## config.mk

```make
export PLATFORM = sky130hd
export DESIGN_NAME = drv_status_fmt
export DESIGN_NICKNAME = d
export VERILOG_FILES = /design/src/rtl/drv_status_pkg.sv /design/src/rtl/drv_status_ctl.sv /design/src/rtl/drv_status_dp.sv /design/src/rtl/drv_status_fmt.sv
export SDC_FILE = /design/constraint.sdc
export NUM_CORES = 1
export LEC_CHECK = 0
export BUFFER_PORTS_ARGS = -buffer_cell sky130_fd_sc_hd__clkbuf_2
export CAP_MARGIN = 20
export CORE_MARGIN = 10
export CORE_UTILIZATION = 52
export DETAILED_ROUTE_END_ITERATION = 8
export PLACE_DENSITY = 0.87
export SYNTH_ARGS = -nofsm -noshare
export SYNTH_HDL_FRONTEND = slang
export SYNTH_SLANG_ARGS = --single-unit
```

## constraint.sdc

```tcl
create_clock -name clk -period 5.55 [get_ports clk]
set_input_delay 1.665 -clock clk [delete_from_list [all_inputs] [get_ports clk]]
set_output_delay 1.665 -clock clk [all_outputs]
set_load 0.05 [all_outputs]
```

## src/rtl/drv_status_pkg.sv

```systemverilog
package drv_status_pkg;
  localparam int NIB_W = 4;
  localparam int PKT_NIBS = 9;
  localparam int PKT_W = NIB_W * PKT_NIBS;

  typedef struct packed {
    logic load;
    logic exportPkt;
    logic ctrlWr;
    logic tocWr;
    logic [NIB_W-1:0] tocNib;
  } ctlStrobes_t;
endpackage

```

## src/rtl/drv_status_ctl.sv

```systemverilog
module drv_status_ctl
  import drv_status_pkg::*;
#(
  parameter logic [15:0] KNOWN_CODES = 16'h37DF,
  parameter logic [NIB_W-1:0] TOC_CODE = 4'h2,
  parameter logic [NIB_W-1:0] TOC_LAST = 4'h5
) (
  input  logic             clk,
  input  logic             rstN,
  input  logic             ldEn,
  input  logic             expReq,
  input  logic             ctrlWr,
  input  logic             cmdWr,
  input  logic [NIB_W-1:0] cmdCode,
  input  logic [NIB_W-1:0] cmdArg,
  output ctlStrobes_t      ctl,
  output logic             cmdValid,
  output logic [NIB_W-1:0] cmdOp,
  output logic [NIB_W-1:0] cmdSub,
  output logic             unknownCmd
);
  localparam logic [NIB_W-1:0] BAD_QUERY = '1;
  localparam logic [NIB_W-1:0] STATUS_OP = '0;

  logic [NIB_W-1:0] codeReg, argReg;
  logic decodePend;

  always_ff @(posedge clk) begin
    if (!rstN) begin
      codeReg <= '0;
      argReg <= '0;
      decodePend <= 1'b0;
    end else begin
      decodePend <= cmdWr;
      if (cmdWr) begin
        codeReg <= cmdCode;
        argReg <= cmdArg;
      end
    end
  end

  logic isKnown, isToc, queryOk;
  always_comb begin
    isKnown = KNOWN_CODES[codeReg];
    isToc = (codeReg == TOC_CODE);
    queryOk = (argReg <= TOC_LAST);
    cmdValid = decodePend && isKnown;
    unknownCmd = decodePend && !isKnown;
    cmdOp = codeReg;
    cmdSub = argReg;
    if (isToc && !queryOk) begin
      cmdOp = STATUS_OP;
      cmdSub = BAD_QUERY;
    end
    ctl.load = ldEn;
    ctl.exportPkt = expReq;
    ctl.ctrlWr = ctrlWr;
    ctl.tocWr = decodePend && isToc;
    ctl.tocNib = queryOk ? argReg : BAD_QUERY;
  end

  a_r6_pulse_after_write: assert property (@(posedge clk) disable iff (!rstN)
    (cmdValid || unknownCmd) |-> $past(cmdWr));
  a_r7_strobes_exclusive: assert property (@(posedge clk) disable iff (!rstN)
    !(cmdValid && unknownCmd));
  a_r9_query_code_range: assert property (@(posedge clk) disable iff (!rstN)
    ctl.tocWr |-> (ctl.tocNib <= TOC_LAST || ctl.tocNib == BAD_QUERY));
endmodule

```

## src/rtl/drv_status_dp.sv

```systemverilog
module drv_status_dp
  import drv_status_pkg::*;
#(
  parameter int CTRL_W = 8,
  parameter int CTRL_KEEP = 2
) (
  input  logic              clk,
  input  logic              rstN,
  input  ctlStrobes_t       ctl,
  input  logic [7:0]        ldStatus,
  input  logic [7:0]        ldMinute,
  input  logic [7:0]        ldSecond,
  input  logic [7:0]        ldFrame,
  input  logic [NIB_W-1:0]  ldExt,
  input  logic              reportIrqEn,
  input  logic [CTRL_W-1:0] ctrlIn,
  output logic [PKT_W-1:0]  pktOut,
  output logic [NIB_W-1:0]  csumOut,
  output logic [CTRL_W-1:0] drvCtrl,
  output logic              reportIrq
);
  localparam int SUM_W = NIB_W + $clog2(PKT_NIBS + 1);
  localparam logic [CTRL_W-1:0] KEEP_MASK = CTRL_W'((1 << CTRL_KEEP) - 1);

  logic [7:0] wSts, wMin, wSec, wFrm;
  logic [NIB_W-1:0] wExt;
  logic [PKT_W-1:0] pktReg, pktNext;

  always_comb
    pktNext = {wExt, wFrm[3:0], wFrm[7:4], wSec[3:0], wSec[7:4],
               wMin[3:0], wMin[7:4], wSts[3:0], wSts[7:4]};

  always_ff @(posedge clk) begin
    if (!rstN) begin
      wSts <= '0; wMin <= '0; wSec <= '0; wFrm <= '0; wExt <= '0;
      pktReg <= '0;
      drvCtrl <= '0;
      reportIrq <= 1'b0;
    end else begin
      if (ctl.load) begin
        wSts <= ldStatus; wMin <= ldMinute; wSec <= ldSecond;
        wFrm <= ldFrame; wExt <= ldExt;
      end else if (ctl.tocWr) begin
        wSts[3:0] <= ctl.tocNib;
      end
      if (ctl.exportPkt) begin
        pktReg <= pktNext;
        drvCtrl <= drvCtrl & KEEP_MASK;
      end else if (ctl.ctrlWr) begin
        drvCtrl <= ctrlIn;
      end
      reportIrq <= ctl.exportPkt && reportIrqEn;
    end
  end

  logic [SUM_W-1:0] partSum [PKT_NIBS+1];
  assign partSum[0] = '0;
  for (genvar i = 0; i < PKT_NIBS; i++) begin : g_fold
    assign partSum[i+1] = partSum[i] + SUM_W'(pktReg[i*NIB_W +: NIB_W]);
  end

  assign csumOut = ~partSum[PKT_NIBS][NIB_W-1:0];
  assign pktOut = pktReg;

  a_r2_pkt_only_on_export: assert property (@(posedge clk) disable iff (!rstN)
    !$past(ctl.exportPkt) |-> $stable(pktOut));
  a_r4_ctrl_trimmed: assert property (@(posedge clk) disable iff (!rstN)
    $past(ctl.exportPkt) |-> (drvCtrl & ~KEEP_MASK) == '0);
  a_r5_irq_needs_enable: assert property (@(posedge clk) disable iff (!rstN)
    reportIrq |-> ($past(ctl.exportPkt) && $past(reportIrqEn)));
  a_r5_irq_single_cycle: assert property (@(posedge clk) disable iff (!rstN)
    reportIrq && !ctl.exportPkt |=> !reportIrq);
endmodule

```

## src/rtl/drv_status_fmt.sv

```systemverilog
module drv_status_fmt
  import drv_status_pkg::*;
#(
  parameter logic [15:0] KNOWN_CODES = 16'h37DF,
  parameter int CTRL_KEEP = 2
) (
  input  logic        clk,
  input  logic        rstN,
  input  logic        ldEn,
  input  logic [7:0]  ldStatus,
  input  logic [7:0]  ldMinute,
  input  logic [7:0]  ldSecond,
  input  logic [7:0]  ldFrame,
  input  logic [3:0]  ldExt,
  input  logic        expReq,
  input  logic        reportIrqEn,
  input  logic        ctrlWr,
  input  logic [7:0]  ctrlIn,
  input  logic        cmdWr,
  input  logic [3:0]  cmdCode,
  input  logic [3:0]  cmdArg,
  output logic [35:0] pktOut,
  output logic [3:0]  csumOut,
  output logic [7:0]  drvCtrl,
  output logic        reportIrq,
  output logic        cmdValid,
  output logic [3:0]  cmdOp,
  output logic [3:0]  cmdSub,
  output logic        unknownCmd
);
  ctlStrobes_t ctl;

  drv_status_ctl #(.KNOWN_CODES(KNOWN_CODES)) u_ctl (
    .clk(clk), .rstN(rstN), .ldEn(ldEn), .expReq(expReq), .ctrlWr(ctrlWr),
    .cmdWr(cmdWr), .cmdCode(cmdCode), .cmdArg(cmdArg), .ctl(ctl),
    .cmdValid(cmdValid), .cmdOp(cmdOp), .cmdSub(cmdSub), .unknownCmd(unknownCmd)
  );

  drv_status_dp #(.CTRL_W(8), .CTRL_KEEP(CTRL_KEEP)) u_dp (
    .clk(clk), .rstN(rstN), .ctl(ctl), .ldStatus(ldStatus), .ldMinute(ldMinute),
    .ldSecond(ldSecond), .ldFrame(ldFrame), .ldExt(ldExt),
    .reportIrqEn(reportIrqEn), .ctrlIn(ctrlIn), .pktOut(pktOut),
    .csumOut(csumOut), .drvCtrl(drvCtrl), .reportIrq(reportIrq)
  );
endmodule

```

=== Word-level counts from Yosys, hierarchy flattened ===
Memory sizes are Yosys's and may differ from the RTL's. A register that Yosys moved wholly into a read port is not among the register bits.
Index checks and enable logic that the tools add are counted.

* Flip-flop bits (word level): 90
* Latch bits: 0
* RAM bits: 0
* Memory bits (read-only): 16
* Input port bits: 59
* Output and inout port bits: 59
* Logic and storage cells: 46
* Memories kept: 1

* $add $sub $neg: 8
* $mul: 0
* Div/mod/pow operators: 0
* Magnitude comparators: 2
* Eq/ne operators: 1
* Shift-type cells: 0
* Mux-type cells: 8
* Bitwise operators: 3
* Reductions and logical operators: 10

{| class="wikitable"
|+ Memory list
! name !! depth !! bits a word !! rd ports !! clocked after memory_dff !! write ports !! RTL line !! RTL
|-
| (name not given) || 16 || 1 || 1 || 1 || 0 || drv_status_ctl.sv:44 || <nowiki>isKnown = KNOWN_CODES[codeReg];</nowiki>
|}

{| class="wikitable"
|+ Operator list
! kind !! number
|-
| $add A4 B4 Y4 || 8
|-
| $mux W4 || 7
|-
| $logic_and A1 B1 Y1 || 5
|-
| $lt A4 B5 Y1 const B || 1
|-
| $eq A4 B2 Y1 const B || 1
|-
| $le A4 B3 Y1 const B || 1
|-
| $not A4 Y4 || 1
|-
| $logic_not A1 Y1 || 2
|-
| $not A1 Y1 || 2
|-
| $reduce_and A2 Y1 || 1
|-
| $reduce_bool A2 Y1 || 1
|-
| $reduce_or A2 Y1 || 1
|-
| $mux W1 || 1
|}

=== Depth between registers and ports, before layout ===
* Word-level depth: 9
* Depth in mapped cells: 13
* Mapped depth without buffers: 13

=== By module ===
From an unflattened synthesis, not the netlist that was laid out.

* Cells, all modules: 388
* Area total of the unflattened synthesis: 4177.8 µm²

{| class="wikitable"
|+ By module, submodules not included
! module !! instances !! cells each !! area an instance (µm²) !! seq. area each (µm²)
|-
| drv_status_dp || 1 || 330 || 3651.0 || 1621.6
|-
| drv_status_ctl || 1 || 58 || 526.8 || 200.2
|}

=== Least setup slack after synthesis ===
No wires, ideal clock.

* Path kind: register to output
* Start point: register u_dp.pktReg[1], in the netlist u_dp.pktOut[1]
* End point: output csumOut[3]
* Arrival time: 4471 ps
* Data required time: 3885 ps
* Setup slack: -586 ps
* Stages on the path, launching flop included: 12
* Path buffers: 0
* Cells stage by stage: dfxtp_1 inv_1 fa_1 fa_1 fa_1 inv_1 fa_1 ha_1 xnor2_1 xnor2_1 xnor3_1 xnor2_1

* Longest elaborated chain between the ends: 9

{| class="wikitable"
|+ Ends and longest elaborated chain
! what !! RTL line !! RTL
|-
| from (decl) || drv_status_dp.sv:27 || <nowiki>logic [PKT_W-1:0] pktReg, pktNext;</nowiki>
|-
| from (signal assigned) || drv_status_dp.sv:47 || <nowiki>pktReg <= pktNext;</nowiki>
|-
| $add A4 B4 Y4 (8 in a row) || drv_status_dp.sv:59 || <nowiki>assign partSum[i+1] = partSum[i] + SUM_W'(pktReg[i*NIB_W +: NIB_W]);</nowiki>
|-
| $not A4 Y4 || drv_status_dp.sv:62 || <nowiki>assign csumOut = ~partSum[PKT_NIBS][NIB_W-1:0];</nowiki>
|-
| to (decl) || drv_status_fmt.sv:23 || <nowiki>output logic [3:0] csumOut,</nowiki>
|}

No other way between the ends.

=== Worst setup path in the final report ===
* Start point: register u_dp.pktReg[26], in the netlist u_dp.pktOut[26]
* End point: output csumOut[3]

* Longest elaborated chain between the ends: 4

{| class="wikitable"
|+ Ends and longest elaborated chain
! what !! RTL line
|-
| $add A4 B4 Y4 (3 in a row) || drv_status_dp.sv:59
|-
| $not A4 Y4 || drv_status_dp.sv:62
|}

No other way between the ends.

==> results.py <==
metrics = {
    "sta": {
        "max-slew-margin-rel_pct": 55.3,
        "final_max_slew_viol_count": 0,
        "fin_crit_sh_pct": 102,
        "tightest_slew_ns": 0.670,
        "fmax_mhz": 177,
        "setup_viol": 1,
        "postLayoutSetupSlackWorst_ns": -0.111,
        "skew_ns": 0.00679,
        "rsz0062_at_grt": "yes",
        "whs_ns": 0.513,
        "finalHoldViolCount": 0,
        "finalCriticalPeriod_ns": 5.66,
    },
    "critical_path": {
        "path_max_fanout": 2,
        "path_buf_inv": 3,
        "cp.required_ns": 3.88,
        "critical_path_class": "reg2out",
        "crit_family": "adder cells",
        "r2r-start": "u_ctl.codeReg[3]$_SDFFE_PN0P_",
        "start_kind": "register",
        "end_kind": "primary output",
        "max_stage_delay_ns": 0.54,
        "cp.arrival_ns": 4.00,
        "critPathLaunch": "u_dp.pktOut[26]$_SDFFE_PN0P_",
        "crit_slowest_cell": "fa_1",
        "rrSetupSlack_ns": 4.18,
        "cpMostUsedCell": "fa_1",
        "path_cells": "fa_1 -> inv_1 -> fa_1 -> fa_1 -> inv_1 -> fa_1 -> ha_2 -> xnor2_2 -> xnor2_2 -> xnor3_2 -> xnor2_4 -> buf_12",
    },
    "hold_path": {
        "min-delay-start": "u_dp.drvCtrl[3]$_SDFFE_PP0P_",
        "hp-class": "reg2reg",
    },
    "yosys": {
        "synth_top_family_by_area": "multiplexers",
        "synth_xor_area_share_pct": 3.53,
        "synthMuxAreaShare_pct": 20.4,
        "yosys_warnings": 0,
        "yosysUniqueCellTypes": 28,
        "synth_area_per_cell_um2": 11.0,
        "syn_nets": 454,
        "synth_compound_area_share_pct": 2.10,
        "synthAdderAreaFrac_pct": 9.01,
        "syn_inst": 375,
        "synth-seq-cells": 91,
        "yosys.area_share.simple_pct": 15.9,
        "netlist_area_mm2": 0.00411,
        "ys_seq_area_share_pct": 44.3,
    },
    "grt": {
        "grt_pass1_wl_um": 15400,
        "gr-total-overflow": 0,
        "grt_max_degree": 86,
        "antenna_found_initial": 0,
        "grt_pass1_vias": 3092,
        "grt_usage_pct": 16.3,
    },
    "pwr": {
        "p_per_area_mw_per_mm2": 298,
        "peakVddDrop_mv": 0.169,
        "clock_power_share_pct": 31.5,
        "sw_frac_of_total_pct": 29.9,
        "total_power_mw": 1.51,
        "switching_power_mw": 0.451,
        "p_leak_nw": 2.37,
        "p_int_mw": 1.06,
        "seqPwrFrac_pct": 46.8,
        "power_frac_comb_pct": 21.6,
    },
    "cts": {
        "path_clk_slew_ns": 0.09,
        "clock-root-buffer": "clkbuf_8",
        "cts_htree_levels": 3,
        "tritoncts": "done",
        "clkLatencyLatePin_ns": 0.35,
        "cts_hold_buf": 0,
        "cts-buffers-inserted": 9,
        "cts.sinks": 91,
        "cts.path.max_buffers": 2,
    },
    "finish": {
        "mostFrequentLayoutCells": "clkbuf_2 (116), mux2i_1 (84), nor2b_1 (82)",
        "fin_area_mm2": 0.00507,
        "synthToLayoutAreaGrowth_pct": 23.2,
        "antenna_cells": 0,
        "layout_commonest_cell": "clkbuf_2",
        "drive_gt1_share_pct": 33.1,
        "fin_nets": 566,
        "stdcell_count": 594,
    },
    "routing": {
        "drc": 0,
        "vias_per_cell": 4.86,
        "vias": 2887,
        "drt_iter0_drc": 80,
        "ant_nets": 0,
        "first_pass_iters": 4,
        "wire_per_inst_um": 16.0,
        "wirelength_um": 9500,
    },
    "place": {
        "pre_cts_ws_ns": 0.0549,
        "hpwl_um": 7220,
        "dp_cells": 575,
        "port_buffers": 117,
        "gp_congestion": 0.761,
        "postPlaceCellArea_mm2": 0.00481,
    },
    "die": {
        "ios": 118,
        "core-area_mm2": 0.00773,
        "initial_core_util_pct": 53.2,
        "design.die.area_mm2": 0.0119,
        "die_width_um": 109,
        "floorplan.rows": 32,
        "die_height_um": 109,
    },
    "run": {
        "max_cap_viol_count": 0,
    },
    "outcome": {
        "violations": "negative setup slack",
        "status": "complete, but fails checks",
    },
}
==> synthesized netlist by cell type, drive strengths merged <==
cell    instances  share of area [%]
and2            3               0.46
ha              4                1.2
a21oi           2               0.24
a21boi          3               0.55
buf            10                1.3
or2             2               0.30
nand2b          3               0.46
clkbuf         12                1.1
a31oi           1               0.15
and3            1               0.15
inv            25                2.3
fa             16                7.8
dfxtp          91                 44
nand4b          1               0.21
o21a            1               0.18
nand2           4               0.36
nor2b          82                 12
nor2            6               0.55
mux2i          84                 20
o211ai          1               0.18
xnor2          13                2.8
nor4b           1               0.58
nand3b          2               0.36
xnor3           1               0.55
o221ai          2               0.43
xor2            1               0.21
o21ai           3               0.36
==> state kept, by name (all words and copies together) (netlist names) <==
register and count:
u_dp.wExt 4, u_ctl.isKnown 1, u_dp.wMin 8, u_dp.pktOut 36, u_dp.wSts 8, u_dp.reportIrq 1, u_ctl.argReg 4, u_ctl.codeReg 4
u_dp.wSec 8, u_dp.wFrm 8, u_ctl.decodePend 1, u_dp.drvCtrl 8
==> power groups by stage <==
stage	logic (mW)	clock network [mW]	registers [mW]
after global placement	0.320	0	0.720
after global routing	0.356	0.515	0.711
after CTS	0.331	0.488	0.707
after floorplan	0.198	0	0.757
after detailed placement	0.327	0	0.722
final	0.326	0.476	0.707
==> path summary, 6_finish.rpt <==
path | cells after the start | to
worst min-delay path | 2 | u_dp.drvCtrl[3]$_SDFFE_PP0P_
worst max-delay path | 12 | csumOut[3]
worst min register to register | 2 | u_dp.drvCtrl[3]$_SDFFE_PP0P_
worst max register to register | 4 | u_dp.wSts[2]$_SDFFE_PN0P_
==> logic make-up after synthesis <==
family | after synthesis
AOI/OAI and AO/OA | 13
muxes | 84
and+or+nand+nor | 105
xor gates and xnor gates | 15
adders and majority gates | 20
DFF | 91
buffers and inverters | 47
==> metrics by stage <==
stage	utilization (%)	TNS, ns
after floorplan	-	0
after global placement	62.2	0
after detailed placement	62.2	0
after CTS	65.6	-0.198
after global routing	65.6	-0.292
final	65.6	-0.111
==> worst reg2reg max path, cell delays in order, from the launching register on <==
cell and delay, ns:
dfxtp_1 0.36, nor4b_4 0.40, and2_1 0.24, o221ai_1 0.12, a21boi_0 0.18
==> routing by layer <==
metal,GRT usage [%],part of all wire [%]
met5,0,0
met4,4.61,1.1
met3,7.14,10
met2,28.0,48
met1,18.0,41
==> what timing repair did <==
action / in CTS / in global routing
pin swaps: 9 / 1
hold endpoints to repair: 0 / 0
resized for setup: 3 / 0
setup endpoints to repair: 1 / 1
buffers inserted: 3 / 0
==> area by class of cell <==
type	count	area, µm²
clock inverter	5	57.6
inverter	25	93.8
timing repair buffer	123	646
fill	625	2660
clock buffer	11	163
sequential	91	1840
multi-input combinational	237	2130
tap	102	128
Power figures use the tool's default switching activity.
